## src/rtl/mdio_poll_pkg.sv

```systemverilog
`timescale 1ns/1ps
package mdio_poll_pkg;
  // Owner of the shared frame engine
  typedef enum logic [1:0] {
    OWN_NONE = 2'd0,
    OWN_SCAN = 2'd1,
    OWN_USER = 2'd2
  } owner_e;
endpackage

```

## src/rtl/mdio_poll_seq.sv

```systemverilog
`timescale 1ns/1ps
// Scan address counter: cleared while stopped, stepped after each scan frame.
module mdio_poll_seq #(
  parameter int ADDR_W = 5
) (
  input  logic              clk,
  input  logic              rst,
  input  logic              clr,
  input  logic              adv,
  output logic [ADDR_W-1:0] addr
);
  always_ff @(posedge clk) begin
    if (rst || clr) addr <= '0;
    else if (adv)   addr <= addr + 1'b1;
  end
endmodule

```

## src/rtl/mdio_poll_arb.sv

```systemverilog
`timescale 1ns/1ps
// Frame launcher: user access first, then the scan, one frame at a time.
module mdio_poll_arb
  import mdio_poll_pkg::*;
#(
  parameter int ADDR_W     = 5,
  parameter int REG_W      = 5,
  parameter int DATA_W     = 16,
  parameter int STATUS_REG = 1
) (
  input  logic              clk,
  input  logic              rst,
  input  logic              enable,
  input  logic [ADDR_W-1:0] scan_addr,
  input  logic              user_req,
  input  logic              user_write,
  input  logic [ADDR_W-1:0] user_phy,
  input  logic [REG_W-1:0]  user_reg,
  input  logic [DATA_W-1:0] user_wdata,
  output logic              user_grant,
  output logic              user_done,
  output logic              user_ack,
  output logic [DATA_W-1:0] user_rdata,
  output logic              fe_start,
  output logic              fe_write,
  output logic [ADDR_W-1:0] fe_phy,
  output logic [REG_W-1:0]  fe_reg,
  output logic [DATA_W-1:0] fe_wdata,
  input  logic              fe_done,
  input  logic              fe_ack,
  input  logic [DATA_W-1:0] fe_rdata,
  output logic              scan_done,
  output logic              scan_busy,
  output logic              idle
);
  owner_e owner;

  always_ff @(posedge clk) begin
    if (rst) begin
      owner      <= OWN_NONE;
      fe_start   <= 1'b0;
      fe_write   <= 1'b0;
      fe_phy     <= '0;
      fe_reg     <= '0;
      fe_wdata   <= '0;
      user_grant <= 1'b0;
      user_done  <= 1'b0;
      user_ack   <= 1'b0;
      user_rdata <= '0;
    end else begin
      fe_start   <= 1'b0;
      user_grant <= 1'b0;
      user_done  <= 1'b0;
      unique case (owner)
        OWN_NONE: begin
          if (user_req) begin
            fe_start   <= 1'b1;
            fe_write   <= user_write;
            fe_phy     <= user_phy;
            fe_reg     <= user_reg;
            fe_wdata   <= user_wdata;
            user_grant <= 1'b1;
            owner      <= OWN_USER;
          end else if (enable) begin
            fe_start <= 1'b1;
            fe_write <= 1'b0;
            fe_phy   <= scan_addr;
            fe_reg   <= REG_W'(STATUS_REG);
            fe_wdata <= '0;
            owner    <= OWN_SCAN;
          end
        end
        OWN_SCAN: if (fe_done) owner <= OWN_NONE;
        OWN_USER: begin
          if (fe_done) begin
            user_done  <= 1'b1;
            user_ack   <= fe_ack;
            user_rdata <= fe_rdata;
            owner      <= OWN_NONE;
          end
        end
        default: owner <= OWN_NONE;
      endcase
    end
  end

  assign scan_busy = (owner == OWN_SCAN);
  assign scan_done = scan_busy && fe_done;
  assign idle      = (owner == OWN_NONE);
endmodule

```

## src/rtl/mdio_poll_maps.sv

```systemverilog
`timescale 1ns/1ps
// Presence and link bitmaps, one flop pair per address.
module mdio_poll_maps #(
  parameter int ADDR_W = 5,
  localparam int NPHY  = 1 << ADDR_W
) (
  input  logic              clk,
  input  logic              rst,
  input  logic              upd,
  input  logic [ADDR_W-1:0] addr,
  input  logic              ack,
  input  logic              link_bit,
  output logic [NPHY-1:0]   alive_map,
  output logic [NPHY-1:0]   link_map
);
  for (genvar i = 0; i < NPHY; i++) begin : g_slot
    always_ff @(posedge clk) begin
      if (rst) begin
        alive_map[i] <= 1'b0;
        link_map[i]  <= 1'b0;
      end else if (upd && addr == ADDR_W'(i)) begin
        alive_map[i] <= ack;
        link_map[i]  <= ack & link_bit;
      end
    end
  end
endmodule

```

## src/rtl/mdio_poller.sv

```systemverilog
`timescale 1ns/1ps
module mdio_poller #(
  parameter int ADDR_W     = 5,
  parameter int REG_W      = 5,
  parameter int DATA_W     = 16,
  parameter int STATUS_REG = 1,
  parameter int LINK_BIT   = 2,
  localparam int NPHY      = 1 << ADDR_W
) (
  input  logic              clk,
  input  logic              rst,
  input  logic              enable,
  input  logic              user_req,
  input  logic              user_write,
  input  logic [ADDR_W-1:0] user_phy,
  input  logic [REG_W-1:0]  user_reg,
  input  logic [DATA_W-1:0] user_wdata,
  output logic              user_grant,
  output logic              user_done,
  output logic              user_ack,
  output logic [DATA_W-1:0] user_rdata,
  output logic              fe_start,
  output logic              fe_write,
  output logic [ADDR_W-1:0] fe_phy,
  output logic [REG_W-1:0]  fe_reg,
  output logic [DATA_W-1:0] fe_wdata,
  input  logic              fe_done,
  input  logic              fe_ack,
  input  logic [DATA_W-1:0] fe_rdata,
  output logic [NPHY-1:0]   alive_map,
  output logic [NPHY-1:0]   link_map,
  output logic              idle
);
  logic [ADDR_W-1:0] scan_addr;
  logic              scan_done;
  logic              scan_busy;

  mdio_poll_seq #(.ADDR_W(ADDR_W)) u_seq (
    .clk  (clk),
    .rst  (rst),
    .clr  (!enable && !scan_busy),
    .adv  (scan_done),
    .addr (scan_addr)
  );

  mdio_poll_arb #(
    .ADDR_W(ADDR_W), .REG_W(REG_W), .DATA_W(DATA_W), .STATUS_REG(STATUS_REG)
  ) u_arb (
    .clk        (clk),
    .rst        (rst),
    .enable     (enable),
    .scan_addr  (scan_addr),
    .user_req   (user_req),
    .user_write (user_write),
    .user_phy   (user_phy),
    .user_reg   (user_reg),
    .user_wdata (user_wdata),
    .user_grant (user_grant),
    .user_done  (user_done),
    .user_ack   (user_ack),
    .user_rdata (user_rdata),
    .fe_start   (fe_start),
    .fe_write   (fe_write),
    .fe_phy     (fe_phy),
    .fe_reg     (fe_reg),
    .fe_wdata   (fe_wdata),
    .fe_done    (fe_done),
    .fe_ack     (fe_ack),
    .fe_rdata   (fe_rdata),
    .scan_done  (scan_done),
    .scan_busy  (scan_busy),
    .idle       (idle)
  );

  // The scan frame's address is still held on fe_phy when it completes
  mdio_poll_maps #(.ADDR_W(ADDR_W)) u_maps (
    .clk       (clk),
    .rst       (rst),
    .upd       (scan_done),
    .addr      (fe_phy),
    .ack       (fe_ack),
    .link_bit  (fe_rdata[LINK_BIT]),
    .alive_map (alive_map),
    .link_map  (link_map)
  );
endmodule

```

## config.mk

```make
export PLATFORM = sky130hd
export DESIGN_NAME = mdio_poller
export DESIGN_NICKNAME = d
export VERILOG_FILES = /design/src/rtl/mdio_poll_pkg.sv /design/src/rtl/mdio_poll_seq.sv /design/src/rtl/mdio_poll_arb.sv /design/src/rtl/mdio_poll_maps.sv /design/src/rtl/mdio_poller.sv
export SDC_FILE = /design/constraint.sdc
export NUM_CORES = 1
export LEC_CHECK = 0
export BUFFER_PORTS_ARGS = -buffer_cell sky130_fd_sc_hd__clkbuf_2
export CAP_MARGIN = 15
export CORE_AREA = 2 2 100 102
export CTS_CLUSTER_SIZE = 10
export DETAILED_ROUTE_END_ITERATION = 6
export DIE_AREA = 0 0 102 104
export GPL_TIMING_DRIVEN = 0
export MAX_ROUTING_LAYER = met4
export PLACE_DENSITY = 0.84
export SLEW_MARGIN = 20
export SYNTH_ARGS = -nofsm -noshare
export SYNTH_HDL_FRONTEND = slang
export SYNTH_SLANG_ARGS = --single-unit
```

## constraint.sdc

```tcl
create_clock -name clk -period 3.91 [get_ports clk]
set_input_delay 0.782 -clock clk [delete_from_list [all_inputs] [get_ports clk]]
set_output_delay 0.782 -clock clk [all_outputs]
set_load 0.05 [all_outputs]
```

==> results.sh <==
export IMPL_status="completed"
export IMPL_clk_latency_ns=0.50
export IMPL_grt_max_degree=17
export IMPL_cp_required_ns=3.13
export IMPL_clockBufferDepth=2
export IMPL_crit_chain="inv_1 > ha_1 > clkbuf_2"
export IMPL_clk_pin_slew_ns=0.06
export IMPL_syn_area_um2=4673
export IMPL_grt_pass1_wl_mm=18.86
export IMPL_yosysSeqAreaShare_pct=50.55
export IMPL_drt_pass1_iterations=4
export IMPL_slew_viol_final=0
export IMPL_yosys_warnings=0
export IMPL_grt_ovfl_total=0
export IMPL_finClkSkew_ns=0.008956
export IMPL_synth_async_reset_ratio_pct=0
export IMPL_reg2reg_slack_ns=2.24
export IMPL_hold_depth=2
export IMPL_ios=161
export IMPL_r2r_worst_path_cells=6
export IMPL_die_area_um2=10610
export IMPL_synth_edf_count=0
export IMPL_hold_path_end="u_arb.user_rdata[14]$_SDFFE_PP0P_"
export IMPL_drt_total_wl_mm=11.81
export IMPL_cts_hold_buf=0
export IMPL_p_leak_nw=3.007
export IMPL_max_stage_delay_ns=0.34
export IMPL_nets=689
export IMPL_final_cell_mix="159 x clkbuf_2, 118 x dfxtp_1, 69 x mux2i_1"
export IMPL_synthDistinctLibCells=38
export IMPL_syn_avg_cell_area_um2=10.18
export IMPL_clockRootBuffer="clkbuf_8"
export IMPL_wl_per_cell_um=15.12
export IMPL_final_hold_viol_count=0
export IMPL_dpl_instance_area_um2=5630
export IMPL_max_slew_margin_pct=53.45
export IMPL_cp_max_fo=6
export IMPL_hpwl_mm=8.714
export IMPL_synth_seq_cells=118
export IMPL_final_common_cell="clkbuf_2"
export IMPL_cts_setup_buffers=0
export IMPL_initialDrtViolationCount=146
export IMPL_netlist_instances=459
export IMPL_core_area_um2=9549
export IMPL_r2r_start="u_arb.owner[0]$_SDFFE_PP0P_"
export IMPL_max_cap_violations=0
export IMPL_fmax_mhz=429.7
export IMPL_reg_top3="u_maps.alive_map: 32 flops, u_maps.link_map: 32 flops"
export IMPL_stdcell_area_um2=6153
export IMPL_end_kind="output port"
export IMPL_h_tree_depth=4
export IMPL_synth_largest_area_cell="dfxtp_1"
export IMPL_place_gp_congestion=0.7900
export IMPL_min_period_over_period_pct=59.51
export IMPL_avgViaCountPerCell=5.065
export IMPL_grt_setup_unrepaired="no"
export IMPL_cp_arrival_ns=1.55
export IMPL_r2r_end="u_arb.fe_wdata[6]$_SDFFE_PP0P_"
export IMPL_cp_num_buf_inv=2
export IMPL_fin_crit_ns=2.327
export IMPL_start_util_pct=48.94
export IMPL_ir_worst_vdd_v=0.0002627
export IMPL_die_x_um=102
export IMPL_numClockSinks=118
export IMPL_power_density_nw_per_um2=488.8
export IMPL_worstSetupStartpointType="flop"
export IMPL_yosysTopAreaCellShare_pct=50.55
export IMPL_slowest_stage="dfxtp_1"
export IMPL_synthTopCellsByArea="dfxtp_1 51%, mux2i_1 15%, nand2b_1 9.1%"
export IMPL_drive_above_1_share_pct=35.03
export IMPL_post_cts_resized=0
export IMPL_worst_slew_pin_slew_ns=0.6956
export IMPL_synth_nets=512
export IMPL_grt_usage_pct=23.11
export IMPL_final_setup_viol_count=0
export IMPL_antenna_cells=0
export IMPL_grt_pass1_vias=3919
export IMPL_cts_buffers=17
export IMPL_critPathKind="flop to output port"
export IMPL_hold_class="flop to flop"
export IMPL_antenna_found_initial=0
export IMPL_hp_start="u_arb.user_rdata[14]$_SDFFE_PP0P_"
export IMPL_ys_flop_type="dfxtp_1"
export IMPL_tritoncts="built"
export IMPL_ant_nets=0
export IMPL_port_buffers=158
export IMPL_placementRows=36
export IMPL_syn_to_final_growth_pct=31.67
export IMPL_drc_errors=0
export IMPL_vias=3956
export IMPL_die_h_um=104
export IMPL_cp_top_family="buffers and inverters"
export IMPL_finalSetupTns_ns=0
-- worst min-delay path, cell delays in order, from the launching register on --
cell and delay (ns):
dfxtp_1 0.31, nand2_1 0.05, a21oi_1 0.05
-- area by class of cell --
| type | instances | area (um^2) |
|---|---|---|
| multi-input cells | 305 | 2111 |
| fillers | 815 | 3396 |
| well taps | 133 | 166.4 |
| clock buffers | 20 | 445.4 |
| repair buffers | 158 | 790.8 |
| clock inverters | 11 | 77.57 |
| plain buffers | 34 | 192.7 |
| flip-flops and latches | 118 | 2362 |
| inverters | 2 | 7.507 |
-- worst max path at each step --
stage / cells after the start / startpoint / slack [ns] / end
after floorplan: 6 / fe_done / 2.21 / u_maps.link_map[16]$_SDFFE_PP0P_
after global placement: 5 / rst / 1.94 / u_maps.link_map[31]$_SDFFE_PP0P_
after detailed placement: 5 / rst / 1.91 / u_maps.link_map[20]$_SDFFE_PP0P_
after CTS: 3 / u_arb.owner[0]$_SDFFE_PP0P_ / 1.58 / idle
after global routing: 3 / u_arb.owner[0]$_SDFFE_PP0P_ / 1.52 / idle
final: 3 / u_arb.owner[0]$_SDFFE_PP0P_ / 1.58 / idle
-- cells by family after synthesis --
group	count (synthesis)	synth area share, %
flops	118	50.55
fa+ha+maj	4	1.071
compound gates	54	7.952
buf+inv	36	4.284
simple gates	176	20.99
xor+xnor	2	0.3749
mux	69	14.78
-- report_power, final --
group | internal, mW | switching, mW | total [mW]
logic | 0.112 | 0.277 | 0.390
clock network | 0.806 | 0.541 | 1.35
registers | 1.24 | 0.0286 | 1.27
-- stage by stage --
step / util, % / instances / setup WS, ns / power [mW] / hold slack [ns]
after floorplan: - / 459 / 2.209 / 1.571 / 0.4575
after global placement: 58.96 / 750 / 1.944 / 1.672 / 0.4419
after detailed placement: 58.96 / 750 / 1.908 / 1.683 / 0.4508
after CTS: 64.44 / 781 / 1.575 / 3.021 / 0.4601
after global routing: 64.44 / 781 / 1.521 / 3.113 / 0.4787
final: 64.44 / 781 / 1.583 / 3.008 / 0.4595
-- cells in the mapped netlist (6+ instances only) --
cell type / count
nor2_1: 14
buf_2: 21
clkbuf_1: 6
nand3_2: 8
a22o_1: 21
a21oi_1: 22
nand3_1: 15
a211oi_1: 6
nand2b_1: 68
dfxtp_1: 118
mux2i_1: 69
nand2_1: 48
-- metal layers --
metal	share of wire, %	up-vias	wire length [um]	GRT usage (%)
li1	-	1922	-	-
met1	45	1857	5344	29.25
met2	46	158	5455	35.62
met3	7.1	19	842	6.384
met4	1.4	0	168	7.714
met5	0	-	0	-
Power figures use the tool's default switching activity.
